File: config.mk
export PLATFORM = sky130hd
export DESIGN_NAME = crc_step_unit
export DESIGN_NICKNAME = d
export VERILOG_FILES = /design/src/rtl/crc_step_pkg.sv /design/src/rtl/crc_step_poly_sel.sv /design/src/rtl/crc_step_ctrl.sv /design/src/rtl/crc_step_datapath.sv /design/src/rtl/crc_step_unit.sv
export SDC_FILE = /design/constraint.sdc
export NUM_CORES = 1
export LEC_CHECK = 0
export ABC_AREA = 1
export BUFFER_PORTS_ARGS = -buffer_cell sky130_fd_sc_hd__buf_2
export CORE_MARGIN = 5
export CORE_UTILIZATION = 27
export CTS_CLUSTER_DIAMETER = 30
export DETAILED_ROUTE_END_ITERATION = 12
export REMOVE_ABC_BUFFERS = 1
export SLEW_MARGIN = 20
export SYNTH_ARGS = -nofsm -noshare
export SYNTH_HDL_FRONTEND = slang
export SYNTH_SLANG_ARGS = --single-unit
File: constraint.sdc
create_clock -name clk -period 1.1 [get_ports clk]
set_input_delay 0.055 -clock clk [delete_from_list [all_inputs] [get_ports clk]]
set_output_delay 0.055 -clock clk [all_outputs]
set_load 0.05 [all_outputs]
File: src/rtl/crc_step_pkg.sv
// Package: shared constants and helpers for the bit-serial CRC unit.
// Assumes the register width parameter is at least 32.
package crc_step_pkg;

    typedef enum logic [1:0] {
        SZ_8  = 2'b00,
        SZ_16 = 2'b01,
        SZ_32 = 2'b10,
        SZ_64 = 2'b11
    } crc_size_e;

    localparam logic [31:0] POLY_STD  = 32'hEDB8_8320;
    localparam logic [31:0] POLY_CAST = 32'h82F6_3B78;

    // Largest step count the datapath supports for a given width.
    function automatic int unsigned max_steps(input int unsigned xlen);
        return (xlen > 32) ? 64 : 32;
    endfunction

endpackage

File: src/rtl/crc_step_poly_sel.sv
// Module: captures the polynomial select at start and presents the chosen
// reflected polynomial, zero-extended to the datapath width.
// Assumes XLEN >= 32.
module crc_step_poly_sel
    import crc_step_pkg::*;
#(
    parameter int unsigned XLEN = 64
) (
    input  logic            clk,
    input  logic            rst_n,
    input  logic            load_i,
    input  logic            busy_i,
    input  logic            sel_i,
    output logic [XLEN-1:0] poly_o
);

    logic sel_q;

    // Hold the selection for the lifetime of one operation.
    always_ff @(posedge clk) begin
        if (!rst_n) begin
            sel_q <= 1'b0;
        end else if (load_i) begin
            sel_q <= sel_i;
        end
    end

    // Drive the widened polynomial constant.
    always_comb begin
        poly_o = sel_q ? XLEN'(POLY_CAST) : XLEN'(POLY_STD);
    end


    poly_hold_chk: assert property (@(posedge clk) disable iff (!rst_n)
        (busy_i && !load_i) |=> $stable(sel_q));

endmodule

File: src/rtl/crc_step_ctrl.sv
// Module: step counter and handshake. It accepts start only when idle,
// loads the step count from the size code, counts down once per clock, and
// pulses done on the edge that performs the final step.
// Assumes XLEN >= 32. Code 11 maps to 32 steps when XLEN is 32.
module crc_step_ctrl
    import crc_step_pkg::*;
#(
    parameter int unsigned XLEN = 64
) (
    input  logic       clk,
    input  logic       rst_n,
    input  logic       start_i,
    input  logic [1:0] size_i,
    output logic       load_o,
    output logic       step_o,
    output logic       busy_o,
    output logic       done_o
);

    localparam int unsigned MAX_ITER = max_steps(XLEN);
    localparam int unsigned CNT_W    = $clog2(MAX_ITER + 1);

    logic [CNT_W-1:0] cnt_q;
    logic [CNT_W-1:0] n_iter;
    logic             busy_q;
    logic             done_q;

    // Translate the size code into a step count.
    always_comb begin
        unique case (crc_size_e'(size_i))
            SZ_8:    n_iter = CNT_W'(8);
            SZ_16:   n_iter = CNT_W'(16);
            SZ_32:   n_iter = CNT_W'(32);
            default: n_iter = CNT_W'(MAX_ITER);
        endcase
    end

    // Start is honoured only while idle.
    always_comb begin
        load_o = start_i && !busy_q;
        step_o = busy_q;
    end

    // Count steps and raise the completion pulse.
    always_ff @(posedge clk) begin
        if (!rst_n) begin
            busy_q <= 1'b0;
            done_q <= 1'b0;
            cnt_q  <= '0;
        end else begin
            done_q <= 1'b0;
            if (load_o) begin
                busy_q <= 1'b1;
                cnt_q  <= n_iter;
            end else if (busy_q) begin
                cnt_q <= cnt_q - CNT_W'(1);
                if (cnt_q == CNT_W'(1)) begin
                    busy_q <= 1'b0;
                    done_q <= 1'b1;
                end
            end
        end
    end

    assign busy_o = busy_q;
    assign done_o = done_q;


    done_pulse_chk: assert property (@(posedge clk) disable iff (!rst_n)
        done_q |=> !done_q);


    done_idle_chk: assert property (@(posedge clk) disable iff (!rst_n)
        done_q |-> !busy_q);


    busy_start_ignored_chk: assert property (@(posedge clk) disable iff (!rst_n)
        (busy_q && start_i && cnt_q > CNT_W'(1)) |=>
            (busy_q && cnt_q == $past(cnt_q) - CNT_W'(1)));


    cnt_range_chk: assert property (@(posedge clk) disable iff (!rst_n)
        cnt_q <= CNT_W'(MAX_ITER));

endmodule

File: src/rtl/crc_step_datapath.sv
// Module: the CRC state register and its one-bit reflected update.
// On load it takes the operand. On each step it shifts right and folds in
// the polynomial when the dropped bit is set. Otherwise it holds.
module crc_step_datapath #(
    parameter int unsigned XLEN = 64
) (
    input  logic            clk,
    input  logic            rst_n,
    input  logic            load_i,
    input  logic            step_i,
    input  logic [XLEN-1:0] value_i,
    input  logic [XLEN-1:0] poly_i,
    output logic [XLEN-1:0] state_o
);

    logic [XLEN-1:0] state_q;
    logic [XLEN-1:0] state_nx;

    // One LSB-first division step.
    always_comb begin
        state_nx = {1'b0, state_q[XLEN-1:1]} ^ (state_q[0] ? poly_i : '0);
    end

    // Load, advance or hold the CRC state.
    always_ff @(posedge clk) begin
        if (!rst_n) begin
            state_q <= '0;
        end else if (load_i) begin
            state_q <= value_i;
        end else if (step_i) begin
            state_q <= state_nx;
        end
    end

    assign state_o = state_q;


    state_hold_chk: assert property (@(posedge clk) disable iff (!rst_n)
        (!load_i && !step_i) |=> $stable(state_q));


    step_top_clear_chk: assert property (@(posedge clk) disable iff (!rst_n)
        (step_i && !load_i && !state_q[XLEN-1] && XLEN > 32) |=> !state_q[XLEN-1]);

endmodule

File: src/rtl/crc_step_unit.sv
// Module: top of the bit-serial reflected CRC update unit. It ties the
// controller, the polynomial selector and the state datapath together.
// Assumes XLEN >= 32 and that the caller waits for done before reading.
module crc_step_unit #(
    parameter int unsigned XLEN = 64
) (
    input  logic            clk,
    input  logic            rst_n,
    input  logic            start_i,
    input  logic [XLEN-1:0] value_i,
    input  logic [1:0]      size_i,
    input  logic            poly_sel_i,
    output logic [XLEN-1:0] result_o,
    output logic            done_o,
    output logic            busy_o
);

    logic            load;
    logic            step;
    logic            busy;
    logic [XLEN-1:0] poly;

    crc_step_ctrl #(.XLEN(XLEN)) u_ctrl (
        .clk     (clk),
        .rst_n   (rst_n),
        .start_i (start_i),
        .size_i  (size_i),
        .load_o  (load),
        .step_o  (step),
        .busy_o  (busy),
        .done_o  (done_o)
    );

    crc_step_poly_sel #(.XLEN(XLEN)) u_poly (
        .clk    (clk),
        .rst_n  (rst_n),
        .load_i (load),
        .busy_i (busy),
        .sel_i  (poly_sel_i),
        .poly_o (poly)
    );

    crc_step_datapath #(.XLEN(XLEN)) u_dp (
        .clk     (clk),
        .rst_n   (rst_n),
        .load_i  (load),
        .step_i  (step),
        .value_i (value_i),
        .poly_i  (poly),
        .state_o (result_o)
    );

    assign busy_o = busy;


    busy_after_start_chk: assert property (@(posedge clk) disable iff (!rst_n)
        (start_i && !busy) |=> busy_o);

endmodule

==> metrics.md <==
| Metric | Value |
|---|---|
| Root buffer cell | clkbuf_16 |
| N_diodes | 0 |
| WP data required | ~1.0 ns |
| Global Route Usage Sum | 0.154 |
| CTS tree | built |
| First-pass GRT wire length | approximately 20 mm |
| Dpl cells | 836 |
| Clk sink count | 74 |
| Final wirelength | between 10 and 15 mm |
| Peak VDD IR | 0.000750 V |
| Vias | roughly 4000 |
| Antenna-violating nets left | 0 |
| Worst path most repeated cell | buf_12 |
| Num rows | 42 |
| Clk buf depth | 2 |
| Status | complete, but fails checks |
| CP max-delay cell | dfxtp_4 |
| Final Max Slew Viols | 0 |
| FF-to-FF End | u_dp.state_o[4] |
| EDFF count, synth | 0 |
| Starting Density | 0.274 |
| Most common cell in the netlist | nand2_1 |
| Post-Syn Area | 3590 um2 |
| FILL cells | 1371 |
| Leakage | between 0.002 and 0.003 uW |
| Synth area leader | dfxtp_1 |
| DIE AREA | 15700 um2 |
| Die X | 125 um |
| CP Launch Type | flop |
| Final worst path period share | 1.07 |
| Hold path depth | 3 |
| Crit path DAT | 1.12 ns |
| Final hold vios | 3 |
| Worst Skew | just over 0.008 ns |
| WS Path Type | flop to output port |
| Post-Route Setup TNS | -0.552 ns |
| Slew @ Worst Pin | roughly 0.28 ns |
| Die Y | ~130 um |
| Area growth, synth to finish | 58.5% |
| Grt ovf | 0 |
| Drt drc | 0 |
| RSZ-0062 raised after global routing | yes |
| Number of setup violations in the final report | 27 |
| WHS | -0.0119 ns |
| Synth area leaders | dfxtp_1, nand2_1, inv_1 |
| Hold endpoint | u_dp.state_o[29] |
| Synth async-reset ratio | 0 |
| Area of the core | between 10000 and 15000 um2 |
| # IOs | roughly 140 |
| Nets | slightly below 800 |
| Share of cells above drive strength 1 | 0.342 |
| Sequential fraction of the synthesis area | 0.412 |
| Avg Inst Size Synth | just under 7 um2 |
| Synth cell count leaders | nand2_1, inv_1, dfxtp_1 |
| Worst-Skew Late Latency | approximately 0.34 ns |
| #FFs+latches synth | 74 |
| Top_reg_cell synth | dfxtp_1 |
| GP Congestion | just under 0.8 |
| Slew headroom | 0.816 |
| CP cell instances | buf_6 -> buf_12 -> buf_12 |
| First-pass detailed-route iteration total | 4 |
| Number of buffers created by CTS | 9 |
| HP Start | value_i[29] |
| Post-synthesis cell count | between 500 and 600 |
| Peak Freq | around 850 MHz |
| Cell count of the worst reg-to-reg path | 5 |
| Finished Layout Cells | around 890 |
| Placed inst area | about 4700 um2 |
| Port Buf Inserts | 135 |
| Max cap viols | 0 |
| Fin worst setup slack | -0.0770 ns |
| DR vias/cell | around 4.4 |
| Synth top area share | 0.412 |
| Critical Path Max Stage Delay | around 0.37 ns |
| DR WL/cell | between 10 and 15 um |
| Vias in the first global route | ~3800 |
| Final HPWL DP | 8.55 mm |
| Reg2reg setup slack | -0.05 ns |
| Util after Layout | 0.434 |
| YS warnings | 0 |
| Count of different cell masters after synthesis | 28 |
| Initial antenna violation count | 1 |
| PD cells | ~1400 nW/um2 |
| Final Cell Area | 5700 um2 |
| Hold crit path type | input pin to flop |
| CP endpoint kind | output port |
| DR iter-0 viols | roughly 160 |
| Reg2Reg Launch Point | u_ctrl.busy_o |
| Min Tclk post-route | 1.18 ns |
| Failing checks | negative hold slack, negative setup slack |
| Worst Path Max Fanout | 7 |
| CTS clk-pin slew, worst paths | ~0.060 ns |
| H-tree depth | 3 |
| Largest net degree at the start of global routing | 32 |
[state kept, by name (all words and copies together), names as in the netlist]
| register | flops |
|---|---|
| u_ctrl.cnt_q | 7 |
| u_ctrl.busy_o | 1 |
| u_poly.sel_q | 1 |
| u_dp.state_o | 64 |
| u_ctrl.done_o | 1 |
[what timing repair did]
action | CTS | global route
setup endpoints to repair | 48 | 69
resized for setup | 35 | 75
pin swaps | 2 | 19
buffers inserted | 6 | 0
hold endpoints to repair | 31 | 0
hold buffers | 31 | 0
gates cloned | 2 | 3
[kinds of logic (layout without fill, tap and decap cells)]
group                    after synthesis  after routing  share of synthesized area
AND/OR/NAND/NOR                      247            247                      0.281
buffers and inverters                108            305                      0.128
flip-flops                            74             74                      0.412
AO/OA/AOI/OAI                         69             69                      0.123
XOR/XNOR                              20             20                     0.0487
adder cells (fa/ha/maj)                2              2                    0.00696
[report_power, final]
part	total, uW	leakage, uW	switching, uW	internal (uW)
sequential	3040	0.000610	162	2880
clock	2730	0.000131	1150	1580
combinational	2240	0.00212	1400	840
total	8010	0.00286	2710	5290
[critical path, delay by kind of cell (launching register included)]
| family | cells | cell delay [ns] |
|---|---|---|
| buffers and inverters | 3 | 0.40 |
| DFF | 1 | 0.37 |
[per-layer routing]
metal	up-vias	GRT usage	wire (um)
met1	1798	0.194	5540
met2	121	0.249	5870
met5	-	0	12
met4	2	0.0421	174
li1	2031	-	-
met3	16	0.0588	917
[worst max-delay path by stage]
stage                                from               end  slack, ns  cells past startpoint
after floorplan             u_ctrl.busy_o   u_dp.state_o[0]      -1.41                      5
after global placement    u_dp.state_o[0]  u_dp.state_o[26]      -0.03                      6
after detailed placement  u_dp.state_o[0]  u_dp.state_o[26]      -0.05                      6
after CTS                   u_ctrl.busy_o            busy_o      -0.09                      3
after global routing        u_ctrl.busy_o  u_dp.state_o[20]      -0.11                      8
final                       u_ctrl.busy_o            busy_o      -0.08                      3
[layout by cell type (no fill, tap or decap), drive strengths merged, types with 5 or more instances in the layout]
| cell type | netlist | final |
|---|---|---|
| a21oi | 8 | 8 |
| dfxtp | 74 | 74 |
| o221ai | 11 | 11 |
| o21ai | 24 | 24 |
| xor2 | 6 | 6 |
| nand2 | 184 | 184 |
| dlygate4sd3 | 0 | 31 |
| o211ai | 16 | 16 |
| xnor2 | 14 | 14 |
| a31oi | 7 | 7 |
| inv | 81 | 80 |
| clkbuf | 7 | 18 |
| nor2 | 17 | 17 |
| nand3 | 41 | 41 |
| buf | 20 | 169 |
| nand4 | 5 | 5 |
[metrics by stage]
step	setup WS [ns]	power, uW
finish	-0.0770	8010
detailed placement	-0.0516	4970
global placement	-0.0287	4970
global route	-0.108	8400
floorplan	-1.41	4270
CTS	-0.0911	7920
[layout make-up]
| cell class | instances | area, um2 | share of cell area |
|---|---|---|---|
| Timing Repair inverter | 1 | 7.51 | 0.00132 |
| Multi-Input combinational cell | 338 | 1840 | 0.322 |
| Inverter | 81 | 327 | 0.0573 |
| Timing Repair Buffer | 207 | 1540 | 0.271 |
| Tap cell | 176 | 220 | 0.0387 |
| Sequential cell | 74 | 1490 | 0.262 |
| Clock buffer | 11 | 243 | 0.0426 |
| Clock inverter | 5 | 30.0 | 0.00527 |
Note: power is estimated with default switching activity, not from simulation.
